**config.mk**
```make
export PLATFORM = sky130hd
export DESIGN_NAME = spi_regx_host
export DESIGN_NICKNAME = d
export VERILOG_FILES = /design/src/rtl/spi_regx_pkg.sv /design/src/rtl/spi_regx_clkdiv.sv /design/src/rtl/spi_regx_byte_shift.sv /design/src/rtl/spi_regx_seq.sv /design/src/rtl/spi_regx_host.sv
export SDC_FILE = /design/constraint.sdc
export NUM_CORES = 1
export LEC_CHECK = 0
export ABC_CLOCK_PERIOD_IN_PS = 2800
export CAP_MARGIN = 5
export CORE_AREA = 2 2 91 137
export CTS_BUF_LIST = sky130_fd_sc_hd__clkbuf_4
export CTS_CLUSTER_DIAMETER = 120
export DETAILED_ROUTE_END_ITERATION = 16
export DIE_AREA = 0 0 93 139
export GPL_TIMING_DRIVEN = 0
export PLACE_DENSITY = 0.81
export SLEW_MARGIN = 20
export SYNTH_ARGS = -nofsm -noshare
export SYNTH_HDL_FRONTEND = slang
export SYNTH_SLANG_ARGS = --single-unit
```
**constraint.sdc**
```tcl
create_clock -name clk -period 2.8 [get_ports clk]
set_input_delay 0.28 -clock clk [delete_from_list [all_inputs] [get_ports clk]]
set_output_delay 0.28 -clock clk [all_outputs]
set_load 0.1 [all_outputs]
```
**src/rtl/spi_regx_pkg.sv**
```systemverilog
package spi_regx_pkg;

    localparam int unsigned MAX_PAYLOAD = 64;
    localparam int unsigned IDX_W       = $clog2(MAX_PAYLOAD);
    localparam int unsigned LEN_W       = IDX_W + 1;
    localparam int unsigned ADDR_W      = 24;
    localparam int unsigned HDR_LAST    = 3;

    localparam logic [7:0] POLL_FILL = 8'h00;
    localparam logic [7:0] READ_FILL = 8'h00;

    typedef enum logic [2:0] {
        ST_IDLE,
        ST_HDR,
        ST_POLL,
        ST_DATA,
        ST_GAP
    } seq_state_e;

    typedef struct packed {
        logic              rd;
        logic [ADDR_W-1:0] addr;
        logic [IDX_W-1:0]  len_m1;
    } xfer_cmd_t;

    function automatic logic [7:0] header_byte(input xfer_cmd_t c, input logic [1:0] i);
        logic [7:0] b;
        case (i)
            2'd0:    b = {c.rd, 1'b0, c.len_m1};
            2'd1:    b = c.addr[23:16];
            2'd2:    b = c.addr[15:8];
            default: b = c.addr[7:0];
        endcase
        return b;
    endfunction

endpackage

```
**src/rtl/spi_regx_clkdiv.sv**
```systemverilog
module spi_regx_clkdiv #(
    parameter int unsigned DIV_W = 8
) (
    input  logic             clk,
    input  logic             rst,
    input  logic             en,
    input  logic [DIV_W-1:0] half_div,
    output logic             tick
);
    logic [DIV_W-1:0] cnt;

    assign tick = en && (cnt == half_div);

    always_ff @(posedge clk) begin
        if (rst || !en || tick) begin
            cnt <= '0;
        end else begin
            cnt <= cnt + 1'b1;
        end
    end
endmodule

```
**src/rtl/spi_regx_byte_shift.sv**
```systemverilog
module spi_regx_byte_shift (
    input  logic       clk,
    input  logic       rst,
    input  logic       start,
    input  logic [7:0] tx_byte,
    input  logic       tick,
    input  logic       miso,
    output logic       sclk,
    output logic       mosi,
    output logic       busy,
    output logic       done,
    output logic [7:0] rx_byte
);
    logic [7:0] sh_tx;
    logic [7:0] sh_rx;
    logic [2:0] bitc;

    assign mosi    = sh_tx[7];
    assign rx_byte = sh_rx;

    always_ff @(posedge clk) begin
        if (rst) begin
            sh_tx <= '0;
            sh_rx <= '0;
            bitc  <= '0;
            busy  <= 1'b0;
            sclk  <= 1'b0;
            done  <= 1'b0;
        end else begin
            done <= 1'b0;
            if (start) begin
                sh_tx <= tx_byte;
                bitc  <= '0;
                busy  <= 1'b1;
                sclk  <= 1'b0;
            end else if (busy && tick) begin
                if (!sclk) begin
                    sclk  <= 1'b1;
                    sh_rx <= {sh_rx[6:0], miso};
                end else begin
                    sclk <= 1'b0;
                    if (bitc == 3'd7) begin
                        busy <= 1'b0;
                        done <= 1'b1;
                    end else begin
                        sh_tx <= {sh_tx[6:0], 1'b0};
                        bitc  <= bitc + 3'd1;
                    end
                end
            end
        end
    end
endmodule

```
**src/rtl/spi_regx_seq.sv**
```systemverilog
module spi_regx_seq
    import spi_regx_pkg::*;
#(
    parameter int unsigned POLL_W = 16
) (
    input  logic              clk,
    input  logic              rst,
    input  logic [POLL_W-1:0] cfg_poll_max,
    input  logic              cmd_valid,
    input  xfer_cmd_t         cmd_in,
    output logic              cmd_ready,
    output logic [IDX_W-1:0]  wr_idx,
    input  logic [7:0]        wr_data,
    output logic              byte_start,
    output logic [7:0]        byte_tx,
    input  logic              byte_done,
    input  logic [7:0]        byte_rx,
    output logic              gap_en,
    input  logic              tick,
    output logic              cs_n,
    output logic              rd_valid,
    output logic [7:0]        rd_data,
    output logic              done,
    output logic              err
);
    seq_state_e        state;
    xfer_cmd_t         cmd_q;
    logic [1:0]        hdr_idx;
    logic [LEN_W-1:0]  pl_idx;
    logic [POLL_W-1:0] poll_cnt;
    logic              err_flag;
    logic              gap_half;
    logic [7:0]        pay_byte;
    logic [LEN_W-1:0]  len_total;

    assign cmd_ready = (state == ST_IDLE);
    assign gap_en    = (state == ST_GAP);
    assign wr_idx    = pl_idx[IDX_W-1:0];
    assign pay_byte  = cmd_q.rd ? READ_FILL : wr_data;
    assign len_total = LEN_W'(cmd_q.len_m1) + LEN_W'(1);

    always_ff @(posedge clk) begin
        if (rst) begin
            state      <= ST_IDLE;
            cmd_q      <= '0;
            hdr_idx    <= '0;
            pl_idx     <= '0;
            poll_cnt   <= '0;
            err_flag   <= 1'b0;
            gap_half   <= 1'b0;
            cs_n       <= 1'b1;
            byte_start <= 1'b0;
            byte_tx    <= '0;
            rd_valid   <= 1'b0;
            rd_data    <= '0;
            done       <= 1'b0;
            err        <= 1'b0;
        end else begin
            byte_start <= 1'b0;
            rd_valid   <= 1'b0;
            done       <= 1'b0;
            err        <= 1'b0;
            case (state)
                ST_IDLE: begin
                    if (cmd_valid) begin
                        cmd_q      <= cmd_in;
                        cs_n       <= 1'b0;
                        hdr_idx    <= '0;
                        pl_idx     <= '0;
                        err_flag   <= 1'b0;
                        byte_start <= 1'b1;
                        byte_tx    <= header_byte(cmd_in, 2'd0);
                        state      <= ST_HDR;
                    end
                end
                ST_HDR: begin
                    if (byte_done) begin
                        if (hdr_idx != 2'(HDR_LAST)) begin
                            hdr_idx    <= hdr_idx + 2'd1;
                            byte_start <= 1'b1;
                            byte_tx    <= header_byte(cmd_q, hdr_idx + 2'd1);
                        end else if (byte_rx[0]) begin
                            byte_start <= 1'b1;
                            byte_tx    <= pay_byte;
                            pl_idx     <= pl_idx + 1'b1;
                            state      <= ST_DATA;
                        end else if (cfg_poll_max == '0) begin
                            cs_n     <= 1'b1;
                            err_flag <= 1'b1;
                            gap_half <= 1'b0;
                            state    <= ST_GAP;
                        end else begin
                            poll_cnt   <= POLL_W'(1);
                            byte_start <= 1'b1;
                            byte_tx    <= POLL_FILL;
                            state      <= ST_POLL;
                        end
                    end
                end
                ST_POLL: begin
                    if (byte_done) begin
                        if (byte_rx[0]) begin
                            byte_start <= 1'b1;
                            byte_tx    <= pay_byte;
                            pl_idx     <= pl_idx + 1'b1;
                            state      <= ST_DATA;
                        end else if (poll_cnt >= cfg_poll_max) begin
                            cs_n     <= 1'b1;
                            err_flag <= 1'b1;
                            gap_half <= 1'b0;
                            state    <= ST_GAP;
                        end else begin
                            poll_cnt   <= poll_cnt + 1'b1;
                            byte_start <= 1'b1;
                            byte_tx    <= POLL_FILL;
                        end
                    end
                end
                ST_DATA: begin
                    if (byte_done) begin
                        if (cmd_q.rd) begin
                            rd_valid <= 1'b1;
                            rd_data  <= byte_rx;
                        end
                        if (pl_idx == len_total) begin
                            cs_n     <= 1'b1;
                            gap_half <= 1'b0;
                            state    <= ST_GAP;
                        end else begin
                            byte_start <= 1'b1;
                            byte_tx    <= pay_byte;
                            pl_idx     <= pl_idx + 1'b1;
                        end
                    end
                end
                ST_GAP: begin
                    if (tick) begin
                        if (gap_half) begin
                            done  <= 1'b1;
                            err   <= err_flag;
                            state <= ST_IDLE;
                        end else begin
                            gap_half <= 1'b1;
                        end
                    end
                end
                default: state <= ST_IDLE;
            endcase
        end
    end
endmodule

```
**src/rtl/spi_regx_host.sv**
```systemverilog
module spi_regx_host
    import spi_regx_pkg::*;
#(
    parameter int unsigned DIV_W  = 8,
    parameter int unsigned POLL_W = 16
) (
    input  logic              clk,
    input  logic              rst,
    input  logic [DIV_W-1:0]  cfg_half_div,
    input  logic [POLL_W-1:0] cfg_poll_max,
    input  logic              cmd_valid,
    output logic              cmd_ready,
    input  logic              cmd_read,
    input  logic [ADDR_W-1:0] cmd_addr,
    input  logic [LEN_W-1:0]  cmd_len,
    output logic [IDX_W-1:0]  wr_idx,
    input  logic [7:0]        wr_data,
    output logic              rd_valid,
    output logic [7:0]        rd_data,
    output logic              done,
    output logic              err,
    output logic              spi_sclk,
    output logic              spi_cs_n,
    output logic              spi_mosi,
    input  logic              spi_miso
);
    xfer_cmd_t  cmd_in;
    logic       byte_start;
    logic [7:0] byte_tx;
    logic       byte_done;
    logic [7:0] byte_rx;
    logic       byte_busy;
    logic       gap_en;
    logic       tick;

    always_comb begin
        cmd_in.rd     = cmd_read;
        cmd_in.addr   = cmd_addr;
        cmd_in.len_m1 = IDX_W'(cmd_len - LEN_W'(1));
    end

    spi_regx_clkdiv #(.DIV_W(DIV_W)) u_div (
        .clk      (clk),
        .rst      (rst),
        .en       (byte_busy | gap_en),
        .half_div (cfg_half_div),
        .tick     (tick)
    );

    spi_regx_byte_shift u_shift (
        .clk     (clk),
        .rst     (rst),
        .start   (byte_start),
        .tx_byte (byte_tx),
        .tick    (tick),
        .miso    (spi_miso),
        .sclk    (spi_sclk),
        .mosi    (spi_mosi),
        .busy    (byte_busy),
        .done    (byte_done),
        .rx_byte (byte_rx)
    );

    spi_regx_seq #(.POLL_W(POLL_W)) u_seq (
        .clk          (clk),
        .rst          (rst),
        .cfg_poll_max (cfg_poll_max),
        .cmd_valid    (cmd_valid),
        .cmd_in       (cmd_in),
        .cmd_ready    (cmd_ready),
        .wr_idx       (wr_idx),
        .wr_data      (wr_data),
        .byte_start   (byte_start),
        .byte_tx      (byte_tx),
        .byte_done    (byte_done),
        .byte_rx      (byte_rx),
        .gap_en       (gap_en),
        .tick         (tick),
        .cs_n         (spi_cs_n),
        .rd_valid     (rd_valid),
        .rd_data      (rd_data),
        .done         (done),
        .err          (err)
    );
endmodule

```
# Yosys cells after proc, flatten, opt, wreduce, memory -nomap -nowiden
# Cells that the tools add are included.
dict set report totals {
  reg_bits 112
  mem_bits_rw 0
  rom_bits 0
  latchBits 0
  mem_count 0
  in_bits 68
  out_inout_bits 21
  elab_cells 198
}
dict set report op_classes {
  muxes 92
  n_reduce_logical 35
  div_mod_pow 0
  n_shift 0
  n_bitwise 10
  multipliers 0
  order_cmp 1
  eq_ne 30
  n_addsub 7
}
# op count
set op_table {}
lappend op_table {{$mux W8} 15}
lappend op_table {{$mux W16} 7}
lappend op_table {{$mux W7} 7}
lappend op_table {{$mux W1} 38}
lappend op_table {{$mux W3} 12}
lappend op_table {{$pmux W16 S2} 1}
lappend op_table {{$pmux W8 S4} 1}
lappend op_table {{$pmux W7 S4} 1}
lappend op_table {{$pmux W8 S3} 1}
lappend op_table {{$ne A2 B2 Y1 const B} 11}
lappend op_table {{$reduce_and A11 Y1} 2}
lappend op_table {{$reduce_and A9 Y1} 2}
lappend op_table {{$add A16 B1 Y16 const B} 1}
lappend op_table {{$ge A16 B16 Y1} 1}
lappend op_table {{$logic_not A16 Y1} 1}
lappend op_table {{$reduce_and A8 Y1} 2}
lappend op_table {{$pmux W3 S5} 1}
lappend op_table {{$reduce_and A3 Y1} 5}
lappend op_table {{$ne A2 B1 Y1 const B} 7}
lappend op_table {{$pmux W1 S4} 3}
lappend op_table {{$reduce_bool A2 Y1} 5}
lappend op_table {{$not A1 Y1} 9}
lappend op_table {{$add A8 B1 Y8 const B} 1}
lappend op_table {{$eq A8 B8 Y1} 1}
lappend op_table {{31 further kinds} 40}

# Depth between registers and ports, before layout
dict set report depth {
  ltp_word 6
  mapped_depth 10
}

# Hierarchy
# Synthesis repeated with hierarchy kept, for this count alone.
dict set report unflattened {
  hier_cells 751
  area_unflattened_um2 6224.7
}
# mod area_each_um2 cells_per_inst n_inst
set modules_own_cells {}
lappend modules_own_cells {spi_regx_seq 4692.0 595 1}
lappend modules_own_cells {spi_regx_byte_shift 965.9 94 1}
lappend modules_own_cells {spi_regx_clkdiv 474.2 48 1}
lappend modules_own_cells {spi_regx_host 92.6 14 1}

# Worst setup path after synthesis
# OpenSTA, ideal clock, no wires.
dict set report synth_path {
  kind {register to register}
  from {register u_seq.state[0]}
  to {register u_seq.pl_idx[5]}
  setup_slack_ns -0.486
  n_path_buf 1
  t_arrival_ns 3.167
  period_less_slack_ns 3.286
  path_stages_with_launch 9
  cell_sequence {dfxtp_1 > nor3_2 > and2_1 > buf_2 > a211oi_1 > or2_2 > a311oi_2 > nand4_1 > mux2i_1}
}
dict set report synth_between {
  elab_chain_len 3
  elab_cells_between_ends 13
  cone_classes {eq/ne: 9; mux: 1; reduce/logical: 3}
}
# element line_no
set synth_lines {}
lappend synth_lines {{from (decl)} spi_regx_seq.sv:26} ;# seq_state_e state;
lappend synth_lines {{from (signal assigned)} spi_regx_seq.sv:44} ;# state <= ST_IDLE;
lappend synth_lines {{from (signal assigned)} spi_regx_seq.sv:73} ;# state <= ST_HDR;
lappend synth_lines {{from (signal assigned)} spi_regx_seq.sv:86} ;# state <= ST_DATA;
lappend synth_lines {{$logic_not A3 Y1 *} --}
lappend synth_lines {{via cmd_ready} spi_regx_host.sv:12} ;# output logic cmd_ready,
lappend synth_lines {{$reduce_bool A4 Y1 (no line) / $ne A2 B2 Y1 (equally long branches)} --}
lappend synth_lines {{$reduce_and A7 Y1 (no line)} --}
lappend synth_lines {{to (signal assigned)} spi_regx_seq.sv:85} ;# pl_idx <= pl_idx + 1'b1;
lappend synth_lines {{to (signal assigned)} spi_regx_seq.sv:105} ;# pl_idx <= pl_idx + 1'b1;
lappend synth_lines {{to (signal assigned)} spi_regx_seq.sv:132} ;# pl_idx <= pl_idx + 1'b1;
lappend synth_lines {{to (decl)} spi_regx_seq.sv:29} ;# logic [LEN_W-1:0] pl_idx;
# The timed path passes the listed nets; every way through them passes the cells marked *.
# A chain may end at the register's enable or synchronous reset.

# Worst setup path in the final report
dict set report layout_path {
  from {register u_seq.cmd_q[1] (netlist bit)}
  to {register u_seq.gap_half}
}
dict set report layout_between {
  elab_chain_len 4
}
# element line_no
set layout_lines {}
lappend layout_lines {{from (decl)} spi_regx_seq.sv:27} ;# xfer_cmd_t cmd_q;
lappend layout_lines {{from (signal assigned)} spi_regx_seq.sv:66} ;# cmd_q <= cmd_in;
lappend layout_lines {{$add A6 B1 Y7} spi_regx_seq.sv:40} ;# assign len_total = LEN_W'(cmd_q.len_m1) + LEN_W'(1);
lappend layout_lines {{$eq A7 B7 Y1} spi_regx_seq.sv:125} ;# if (pl_idx == len_total) begin
lappend layout_lines {{$ne A2 B1 Y1 (no line)} --}
lappend layout_lines {{$reduce_and A11 Y1 (no line)} --}
lappend layout_lines {{to (signal assigned)} spi_regx_seq.sv:50} ;# gap_half <= 1'b0;
lappend layout_lines {{to (signal assigned)} spi_regx_seq.sv:127} ;# gap_half <= 1'b0;
lappend layout_lines {{to (signal assigned)} spi_regx_seq.sv:143} ;# gap_half <= 1'b1;
lappend layout_lines {{to (decl)} spi_regx_seq.sv:32} ;# logic gap_half;
# Every way passes these cells.

==> run_results.csv <==
group,metric,value,unit
synthesis,syn_area,5771,um^2
die,die-area,12930,um^2
synthesis,ys_top_cells_by_area,"sky130_fd_sc_hd__dfxtp_1 39%, sky130_fd_sc_hd__nand2_1 7.0%, sky130_fd_sc_hd__ha_1 6.1%",
pwr,power.share.switching,40.09,%
place,gp_congestion,0.9622,
synthesis,yosysTopAreaCellShare,38.86,%
cells_and_area,number_of_filler_cells_placed_in_the_layout,1092,
synthesis,synth_top_family_by_area,"simple AND/OR/NAND/NOR gates",
pwr,p_switching,0.001795,W
synthesis,synth_cell_types,60,
die,coreArea,11770,um^2
clocking,clock-sinks,112,
global_routing,first_global_vias,5104,
pwr,power_frac_clock,18.9,%
die,initial_utilization,49.02,%
detailed_routing,postRouteWirelength,15180,um
setup_path,critical_path.startpoint_type,"flip-flop",
die,die_h,139,um
clocking,tritoncts,"yes",
die,boundaryPins,89,
setup_path,cp_data_arrival_time,3.06,ns
global_routing,grt_util_met3,2.609,%
global_routing,grt_util_all_layers,23.73,%
synthesis,flops_latches_synth,112,
sta,final.setup_skew,0.03085,ns
die,die_width,93,um
synthesis,syn_area_per_cell,8.162,um^2
global_routing,grt_util_met1,28.05,%
synthesis,postSynth.asyncResetShare,0,%
setup_path,regToRegSetupSlack,0.13,ns
die,total_number_of_placement_rows,49,
sta,fin_crit_sh,95.38,%
clocking,clkTransAtPathRegs,0.19,ns
setup_path,worstSetupEndpointType,"flip-flop",
synthesis,syn_inst,707,
cells_and_area,finish.net_count,901,
min_path,holdCritPathClass,"in -> reg",
global_routing,maximum_number_of_pins_on_one_net_before_global_route_repair,20,
pwr,power.density,634.4,nW/um^2
detailed_routing,wl_per_cell,15.75,um
detailed_routing,drc_errors,0,
detailed_routing,route.vias.total,5382,
synthesis,postSynth.topFlopCell,"sky130_fd_sc_hd__dfxtp_1",
detailed_routing,drt-pass1-iter-count,5,
global_routing,grt_antenna_before_repair,1,
clocking,cts.hold.buffers_added,0,
clocking,clkLatencyLatePin,0.49,ns
place,detailedPlace.worstSlack,-0.5577,ns
synthesis,number_of_enable_flip_flop_cells_after_synthesis,0,
run,max_cap_violations,0,
global_routing,met2_usage,42.98,%
sta,post-route-min-period,2.671,ns
synthesis,yosys.area.top_type,"sky130_fd_sc_hd__dfxtp_1",
place,placed_cells,946,
setup_path,critical_path_class,"reg -> reg",
cells_and_area,post_layout_instance_count_excluding_filler_cells,964,
global_routing,grt_first_pass_wirelength,24910,um
sta,finalHoldViolCount,0,
sta,finalSetupViolCount,0,
status,outcome,"finished, final reports clean",
place,place.port_buffers,86,
clocking,inserted_clock_buffers,9,
synthesis,syn_nets,803,
synthesis,adder_cell_share_of_the_synthesized_area,6.245,%
detailed_routing,drt-initial-drc-count,321,
clocking,ctsLongestPathBuffers,2,
synthesis,yosys-top-cells-count,"112 x sky130_fd_sc_hd__dfxtp_1, 108 x sky130_fd_sc_hd__nand2_1, 84 x sky130_fd_sc_hd__nor2_1",
synthesis,synth_compound_area_share,16.76,%
pwr,cell_internal_pwr,0.002683,W
pwr,power_frac_comb,36.7,%
clocking,htreeDepth,3,
synthesis,yosysMostFrequentCell,"sky130_fd_sc_hd__dfxtp_1",
sta,maxClockFrequency,374.5,MHz
synthesis,seq_area_frac_synth,38.86,%
sta,worst_slew_pin_slew,0.9815,ns
global_routing,grt_remaining_overflow,0,
setup_path,path_max_fanout,8,
synthesis,area_share_of_and_or_nand_nor_cells_after_synthesis,22.70,%
place,dp.final_hpwl,11470,um
pwr,power.ir.vdd_worst,288.1,uV
clocking,clk_root_buffer_cell,"sky130_fd_sc_hd__clkbuf_4",
cells_and_area,final_core_utilization,59.97,%
detailed_routing,detail_route.vias_per_cell,5.583,
sta,final.setup.worst_slack,0.1295,ns
sta,worst_slew_margin_relative_to_its_limit,34.36,%
detailed_routing,ant_nets,0,
sta,timing.final.max_slew_violations,0,
synthesis,synth.area.mux_share,4.206,%
pwr,power.share.sequential,44.3,%
pwr,power_leakage,2.734,nW
cells_and_area,layout-area-overhead-vs-synth,22.33,%
synthesis,ys.warnings.count,0,
synthesis,synth_xor_area_share,5.919,%
cells_and_area,post_route_cells_drive_above_1_share,5.926,%
setup_path,cp_data_required_time,3.19,ns
global_routing,grt.busiest_layer,"met2",
==> sequential cells by signal, summed over array words and instances (netlist names), 7 cells and up <==
register / flops
u_seq.cmd_q: 31
u_shift.rx_byte: 8
u_seq.pl_idx: 7
u_shift.sh_tx: 8
u_seq.poll_cnt: 16
u_seq.byte_tx: 8
u_div.cnt: 8
u_seq.rd_data: 8
==> layout make-up <==
cell class | instances | area (um^2) | share of cell area (%)
diodes | 1 | 2.502 | 0.03545
repair buffers | 87 | 868.3 | 12.30
flip-flops and latches | 112 | 2245 | 31.80
plain buffers | 45 | 198.9 | 2.818
inverters | 29 | 108.9 | 1.542
clock inverters | 6 | 75.07 | 1.063
well taps | 153 | 191.4 | 2.712
clock buffers | 10 | 75.07 | 1.063
multi-input cells | 521 | 3294 | 46.67
==> timing repair <==
item                                    in CTS  in global routing
gates cloned                                 0                  0
buffers inserted                             0                  1
pin swaps                                    1                  3
gates resized for setup                      2                 11
endpoints found under the setup margin      11                 24
endpoints found under the hold margin        0                  0
==> kinds of logic after synthesis <==
logic type      count (synthesis)
mux                            24
simple gates                  286
flops                         112
buf+inv                        74
xor+xnor                       39
fa+ha+maj                      29
compound gates                143
==> critical path, cell delays in order, from the launching register on <==
cell and delay, ns:
sky130_fd_sc_hd__dfxtp_2 0.41, sky130_fd_sc_hd__ha_2 0.23, sky130_fd_sc_hd__or4_1 0.48, sky130_fd_sc_hd__a211o_1 0.31
sky130_fd_sc_hd__a31oi_4 0.28, sky130_fd_sc_hd__nor3_1 0.16, sky130_fd_sc_hd__or4_4 0.54, sky130_fd_sc_hd__o21a_1 0.19
==> per-layer routing <==
layer  routed length, um  up-vias  part of all wire [%]
li1                    -     2677                     -
met1                6226     2499                    41
met2                7834      174                    52
met3                 650       32                   4.3
met4                 470        0                   3.1
met5                   0        -                     0
==> through the flow <==
step / setup TNS [ns] / hold slack (ns) / area [um^2] / total power, W
3_5_place_dp: -9.452 / 0.4470 / 6840 / 0.003620
5_1_grt: -0.1258 / 0.3315 / 7059 / 0.004730
2_1_floorplan: 0 / 0.3756 / 5788 / 0.003125
4_1_cts: 0 / 0.3014 / 6999 / 0.004462
6_report: 0 / 0.3023 / 7059 / 0.004478
3_3_place_gp: -9.121 / 0.4359 / 6840 / 0.003596
==> power by group through the flow <==
stage                     registers (W)  logic [W]  clock network [W]
final                           0.00199    0.00164           0.000848
after global routing            0.00200    0.00181           0.000914
after CTS                       0.00198    0.00162           0.000859
after detailed placement        0.00201    0.00161                  0
after global placement          0.00201    0.00159                  0
after floorplan                 0.00201    0.00111                  0
==> final timing paths <==
path,startpoint,end,cells past startpoint
setup reg to reg,u_seq.cmd_q[1]$_SDFFE_PP0P_,u_seq.gap_half$_SDFFE_PP0P_,7
hold / removal,cmd_addr[12],u_seq.cmd_q[18]$_SDFFE_PP0P_,3
hold reg to reg,u_seq.rd_data[6]$_SDFFE_PP0P_,u_seq.rd_data[6]$_SDFFE_PP0P_,2
setup / recovery,u_seq.cmd_q[1]$_SDFFE_PP0P_,u_seq.gap_half$_SDFFE_PP0P_,7
==> placed cells by master (no fill, tap or decap), drive strengths merged, types with 3 or more instances in the layout <==
master	count
a311oi	4
nand3	15
and3	5
ha	28
nor2	84
a211oi	23
or3	9
mux2i	22
nor4	16
clkbuf	42
a21boi	3
inv	32
o21a	3
and2	3
a22oi	5
a31oi	4
a222oi	7
o21ai	20
buf	14
nor3b	3
a21o	3
nor3	14
nand4	10
clkdlybuf4s50	86
xnor2	23
nand2	108
dfxtp	112
a21oi	52
a221oi	5
xor2	16
nand2b	4
Note: power is estimated with default switching activity, not from simulation.
